<file path="src/rtl/sirq_pkg.sv">
package sirq_pkg;

    typedef enum logic [2:0] {
        ST_IDLE   = 3'd0,
        ST_LOW    = 3'd1,
        ST_HIGH   = 3'd2,
        ST_SAMPLE = 3'd3,
        ST_RECOV  = 3'd4,
        ST_TURN   = 3'd5
    } sirq_state_e;

endpackage

</file>
<file path="src/rtl/sirq_ext_clamp.sv">
// Clamps the raw host extension count into the legal range.
module sirq_ext_clamp #(
    parameter int EXT_W   = 3,
    parameter int EXT_MIN = 3,
    parameter int EXT_MAX = 7
) (
    input  logic [EXT_W-1:0] raw_ext,
    output logic [EXT_W-1:0] eff_ext
);
    always_comb begin
        if (int'(raw_ext) < EXT_MIN)
            eff_ext = EXT_W'(EXT_MIN);
        else if (int'(raw_ext) > EXT_MAX)
            eff_ext = EXT_W'(EXT_MAX);
        else
            eff_ext = raw_ext;
    end
endmodule

</file>
<file path="src/rtl/sirq_frame_ctr.sv">
// Data-frame index: cleared on the host-high clock, advanced per turn-around.
module sirq_frame_ctr #(
    parameter int N_FRAMES = 16,
    localparam int FRM_W   = (N_FRAMES > 1) ? $clog2(N_FRAMES) : 1
) (
    input  logic             clk,
    input  logic             rst_n,
    input  logic             clr,
    input  logic             adv,
    output logic [FRM_W-1:0] idx,
    output logic             last
);
    always_ff @(posedge clk or negedge rst_n) begin
        if (!rst_n)
            idx <= '0;
        else if (clr)
            idx <= '0;
        else if (adv)
            idx <= idx + 1'b1;
    end

    assign last = (idx == FRM_W'(N_FRAMES - 1));
endmodule

</file>
<file path="src/rtl/sirq_slot_capture.sv">
// Per-frame shadow capture and atomic commit to the output vector.
module sirq_slot_capture #(
    parameter int N_FRAMES = 16,
    parameter int IRQ_W    = 16,
    parameter int SMI_SLOT = 2,
    localparam int FRM_W   = (N_FRAMES > 1) ? $clog2(N_FRAMES) : 1
) (
    input  logic             clk,
    input  logic             rst_n,
    input  logic             cap_en,
    input  logic [FRM_W-1:0] cap_idx,
    input  logic             line_in,
    input  logic             commit,
    output logic [IRQ_W-1:0] irq_vec,
    output logic             smi_flag
);
    logic [N_FRAMES-1:0] shadow;
    logic [IRQ_W-1:0]    mapped;

    for (genvar f = 0; f < N_FRAMES; f++) begin : g_slot
        always_ff @(posedge clk or negedge rst_n) begin
            if (!rst_n)
                shadow[f] <= 1'b0;
            else if (cap_en && (cap_idx == FRM_W'(f)))
                shadow[f] <= ~line_in;
        end
    end

    for (genvar i = 0; i < IRQ_W; i++) begin : g_map
        if (i == SMI_SLOT || i >= N_FRAMES) begin : g_none
            assign mapped[i] = 1'b0;
        end else begin : g_bit
            assign mapped[i] = shadow[i];
        end
    end

    always_ff @(posedge clk or negedge rst_n) begin
        if (!rst_n) begin
            irq_vec  <= '0;
            smi_flag <= 1'b0;
        end else if (commit) begin
            irq_vec  <= mapped;
            smi_flag <= shadow[SMI_SLOT];
        end
    end
endmodule

</file>
<file path="src/rtl/sirq_host.sv">
module sirq_host
    import sirq_pkg::*;
#(
    parameter int IRQ_W    = 16,
    parameter int EXT_W    = 3,
    parameter int EXT_MIN  = 3,
    parameter int EXT_MAX  = 7,
    parameter int IDLE_GAP = 4,
    localparam int N_FRAMES = IRQ_W,
    localparam int FRM_W    = $clog2(N_FRAMES),
    localparam int CNT_TOP  = (IDLE_GAP > EXT_MAX) ? IDLE_GAP : EXT_MAX,
    localparam int CNT_W    = $clog2(CNT_TOP + 1)
) (
    input  logic             clk,
    input  logic             rst_n,
    input  logic             cfg_quiet,
    input  logic [EXT_W-1:0] cfg_ext,
    input  logic             line_in,
    output logic             line_oe,
    output logic             line_out,
    output logic [IRQ_W-1:0] irq_vec,
    output logic             smi_flag
);
    sirq_state_e      state, nstate;
    logic [CNT_W-1:0] cnt;
    logic             first_pend;
    logic             host_paced;
    logic [EXT_W-1:0] ext_eff;
    logic [FRM_W-1:0] frm_idx;
    logic             frm_last;
    logic             frame_commit;

    sirq_ext_clamp #(
        .EXT_W  (EXT_W),
        .EXT_MIN(EXT_MIN),
        .EXT_MAX(EXT_MAX)
    ) u_clamp (
        .raw_ext(cfg_ext),
        .eff_ext(ext_eff)
    );

    sirq_frame_ctr #(
        .N_FRAMES(N_FRAMES)
    ) u_frm (
        .clk  (clk),
        .rst_n(rst_n),
        .clr  (state == ST_HIGH),
        .adv  ((state == ST_TURN) && !frm_last),
        .idx  (frm_idx),
        .last (frm_last)
    );

    assign frame_commit = (state == ST_TURN) && frm_last;

    sirq_slot_capture #(
        .N_FRAMES(N_FRAMES),
        .IRQ_W   (IRQ_W),
        .SMI_SLOT(2)
    ) u_cap (
        .clk     (clk),
        .rst_n   (rst_n),
        .cap_en  (state == ST_SAMPLE),
        .cap_idx (frm_idx),
        .line_in (line_in),
        .commit  (frame_commit),
        .irq_vec (irq_vec),
        .smi_flag(smi_flag)
    );

    // The first start frame after reset is host-paced whatever the mode.
    assign host_paced = !cfg_quiet || first_pend;

    // State register
    always_ff @(posedge clk or negedge rst_n) begin
        if (!rst_n)
            state <= ST_IDLE;
        else
            state <= nstate;
    end

    // Transitions
    always_comb begin
        nstate = state;
        unique case (state)
            ST_IDLE: begin
                if (host_paced)
                    nstate = (cnt == '0) ? ST_LOW : ST_IDLE;
                else
                    nstate = !line_in ? ST_LOW : ST_IDLE;
            end
            ST_LOW:    nstate = (cnt == '0) ? ST_HIGH : ST_LOW;
            ST_HIGH:   nstate = ST_SAMPLE;
            ST_SAMPLE: nstate = ST_RECOV;
            ST_RECOV:  nstate = ST_TURN;
            ST_TURN:   nstate = frm_last ? ST_IDLE : ST_SAMPLE;
            default:   nstate = ST_IDLE;
        endcase
    end

    // Gap / low-period counter and first-frame flag
    always_ff @(posedge clk or negedge rst_n) begin
        if (!rst_n) begin
            cnt        <= '0;
            first_pend <= 1'b1;
        end else begin
            unique case (state)
                ST_IDLE: begin
                    if (nstate == ST_LOW) begin
                        cnt        <= host_paced ? CNT_W'(ext_eff)
                                                 : CNT_W'(ext_eff) - 1'b1;
                        first_pend <= 1'b0;
                    end else if (cnt != '0) begin
                        cnt <= cnt - 1'b1;
                    end
                end
                ST_LOW: begin
                    if (cnt != '0)
                        cnt <= cnt - 1'b1;
                end
                ST_TURN: begin
                    if (frm_last)
                        cnt <= CNT_W'(IDLE_GAP - 1);
                end
                default: ;
            endcase
        end
    end

    // Line drive
    always_comb begin
        line_oe  = 1'b0;
        line_out = 1'b1;
        unique case (state)
            ST_LOW: begin
                line_oe  = 1'b1;
                line_out = 1'b0;
            end
            ST_HIGH: begin
                line_oe  = 1'b1;
                line_out = 1'b1;
            end
            default: ;
        endcase
    end
endmodule

</file>
<file path="config.mk">
export PLATFORM = sky130hd
export DESIGN_NAME = sirq_host
export DESIGN_NICKNAME = d
export VERILOG_FILES = /design/src/rtl/sirq_pkg.sv /design/src/rtl/sirq_ext_clamp.sv /design/src/rtl/sirq_frame_ctr.sv /design/src/rtl/sirq_slot_capture.sv /design/src/rtl/sirq_host.sv
export SDC_FILE = /design/constraint.sdc
export NUM_CORES = 1
export LEC_CHECK = 0
export BUFFER_PORTS_ARGS = -buffer_cell sky130_fd_sc_hd__buf_4
export CAP_MARGIN = 20
export CORE_ASPECT_RATIO = 1.25
export CORE_MARGIN = 4
export CORE_UTILIZATION = 40
export CTS_BUF_LIST = sky130_fd_sc_hd__clkbuf_4
export CTS_CLUSTER_DIAMETER = 200
export DETAILED_ROUTE_END_ITERATION = 6
export PLACE_DENSITY_LB_ADDON = 0.05
export SETUP_SLACK_MARGIN = 0.1
export SYNTH_ARGS = -nofsm -noshare
export SYNTH_HDL_FRONTEND = slang
export SYNTH_HIERARCHICAL = 1
export SYNTH_SLANG_ARGS = --single-unit
</file>
<file path="constraint.sdc">
create_clock -name clk -period 1.8 [get_ports clk]
set_clock_uncertainty 0.15 [all_clocks]
set_input_delay 0.36 -clock clk [delete_from_list [all_inputs] [get_ports clk]]
set_output_delay 0.36 -clock clk [all_outputs]
set_load 0.03 [all_outputs]
</file>
==> impl_metrics.ini <==
[placed_design]
io_buffer_count = 24
dpl_cell_area_um2 = 2449
dp_hpwl_mm = 3.199
gp_congestion = 0.8131
pre_cts_slack_ns = -0.006255

[setup_path]
worstSetupStartpointType = register
cp_slowest_cell = dfrtp_1
critical_path_class = register to output pin
worstSetupEndpointType = output pin
critPathArrivalTime_ns = 1.32
critical_path.cell_chain = nor2b_4 > and2_4 > nand2b_4 > buf_6
cpPeakStageDelay_ns = 0.41
required_ns = 1.29
worst-path-max-fanout = 4

[job]
cap_viol_max_count = 0

[clocking]
cts.sinks = 43
clock_latency_ns = 0.35
clk_pin_slew_ns = 0.12
cts_made_buffers = 5
clock_path_buffers = 2
cts_tree = done
htreeDepth = 2
root_buffer = clkbuf_4

[pwr]
irDropWorstVdd_mv = 0.2929
power.leakage_nw = 1.283
power_w = 0.001554
powerDensity_nw_per_um2 = 533.8

[sta]
fmax_mhz = 545.1
worst_pin_slew_ns = 0.5374
rsz0062_at_grt = true
relSlewSlack_pct = 64.18
min_period_ns = 1.835
post-route-period-util_pct = 101.9
setup_viol = 2
hold_viol = 0
worst_slack_ns = -0.03465
drv_slew = 0

[routing]
drt-initial-drc-count = 55
wirelength_mm = 4.909
wl_per_cell_um = 16.25
dr.pass1.iters = 4
vias = 1591
ant_nets = 0
avgViaCountPerCell = 5.268
drc_errors = 0

[synthesis]
synthesis.nets = 196
synth.yosys.seq_area_share_pct = 51.31
avgSynthCellArea_um2 = 11.35
async_flop_share_pct = 100.0
ys_warn_count = 6
syn_inst = 185
synth_cell_types = 49
synth_area_um2 = 2100
synth_edf_count = 0
synthFlopType = dfrtp_1
ys_ff_latch = 43

[floorplan]
dieWidth_um = 72.80
fp.dieH_um = 89
num_io_pins = 26
initial_core_util_pct = 41.33
core-area_um2 = 5080
dieArea_um2 = 6479
rows = 29

[layout]
final_cell_mix = buf_4, dfrtp_1, mux2_4
mostFrequentLayoutCell = buf_4
num_antenna_cells = 0
fillers = 458
finalInstanceArea_um2 = 2912
synthToLayoutAreaGrowth_pct = 38.68
drive_above_1_share_pct = 53.75
nNetsFinal = 250

[global_routing]
antenna_found_initial = 0
first_global_vias = 1721
grt_pass1_wl_mm = 8.273
grt_overflow = 0
grt_max_degree = 44
globalRouteTotalUtil_pct = 16.51

[run_status]
violations = setup timing
outcome = finished, violations left

[min_path]
hp-class = input port to register
-- cells in the mapped netlist (2+ instances only) --
library cell  instances  share of area, %
o21ai_1               7               1.7
dfrtp_1              42                50
nor2b_1               4               1.2
mux2i_1               2              0.95
mux2_2               17               9.1
o31ai_1              16               5.7
and2_1                2              0.60
o21ai_0              14               3.3
clkbuf_1              5              0.89
xnor2_1               3               1.3
nand2b_1              8               2.4
nand3b_1              3               1.1
a21oi_1               3              0.71
buf_2                 3              0.71
nand2_1               5              0.89
nand4_1               2              0.60
o211ai_1              2              0.71
inv_1                 5              0.89
nand3_1               2              0.48
ha_1                  4               2.4
nor2_1                8               1.4
-- layout make-up --
type,count,area (µm²),area share [%]
Multi-Input combinational cell,126,1185,40.70
Clock buffer,6,45.04,1.547
Tap cell,62,77.57,2.664
Clock inverter,2,12.51,0.4297
Timing Repair Buffer,57,486.7,16.72
Sequential cell,43,1080,37.09
Inverter,6,25.02,0.8595
-- power by group --
part	switching [W]	internal [W]	leakage, nW
registers	0.0000116	0.000982	0.532
clock network	0.000313	0.000166	0.0317
logic	0.0000477	0.0000341	0.719
-- metal layers --
metal | up-vias | global-route usage (%) | part of all wire, %
li1 | 779 | - | -
met5 | - | 0 | 0
met1 | 774 | 18.37 | 41
met3 | 8 | 3.375 | 3.2
met2 | 30 | 30.62 | 54
met4 | 0 | 6.376 | 2.1
-- sequential cells by signal, summed over array words and instances (netlist names) --
name / flops
cnt: 3
first_pend: 1
state: 3
u_cap/irq_vec: 15
u_cap/mapped: 15
u_cap/shadow: 1
u_cap/smi_flag: 1
u_frm/idx: 4
-- per-stage QoR --
| step | hold slack, ns | utilization (%) | cells | TNS (ns) |
|---|---|---|---|---|
| after CTS | 0.1994 | 54.14 | 295 | -0.06350 |
| after floorplan | -0.08559 | - | 185 | 0 |
| final | 0.1954 | 57.32 | 302 | -0.04526 |
| after global routing | 0.2016 | 57.32 | 302 | -0.2101 |
| after global placement | 0.2252 | 48.20 | 275 | 0 |
| after detailed placement | 0.2323 | 48.20 | 275 | -0.006255 |
-- path summary, 6_finish.rpt --
check                                       startpoint                           end  slack (ns)  cells past startpoint
worst max register to register      state[1]$_DFF_PN0_   u_cap/mapped[8]$_DFFE_PN0P_        0.04                      5
worst max-delay path                state[1]$_DFF_PN0_                       line_oe       -0.03                      4
max in group asynchronous                        rst_n            state[2]$_DFF_PN0_        0.73                      2
worst min register to register  first_pend$_DFFE_PN1P_        first_pend$_DFFE_PN1P_        0.35                      1
min in group asynchronous                        rst_n  u_cap/irq_vec[7]$_DFFE_PN0P_        0.36                      2
worst min-delay path                        cfg_ext[2]            cnt[2]$_DFFE_PN0P_        0.20                      4
-- worst max-delay path: cells and delay by family, from the launching register on --
kind | cells | cell delay [ns]
AND/OR/NAND/NOR | 3 | 0.45
flip-flops | 1 | 0.41
buffers and inverters | 1 | 0.12
-- what timing repair did --
item,in CTS,in global routing
buffers inserted,10,7
setup endpoints to repair,39,37
hold buffers,1,0
gates resized for setup,35,37
endpoints found under the hold margin,42,0
gates cloned,1,0
pin swaps,5,11
-- logic make-up (layout without fill, tap and decap cells) --
family	count (synthesis)	count (layout)	synth area share [%]
AND/OR/NAND/NOR	45	45	13.35
XOR/XNOR	3	3	1.252
buffers and inverters	16	71	3.695
AO/OA/AOI/OAI	53	53	17.04
multiplexers	20	20	10.79
adder cells (fa/ha/maj)	4	4	2.384
flip-flops	43	43	51.31
other	1	1	0.1786
Note: power is estimated with default switching activity, not from simulation.
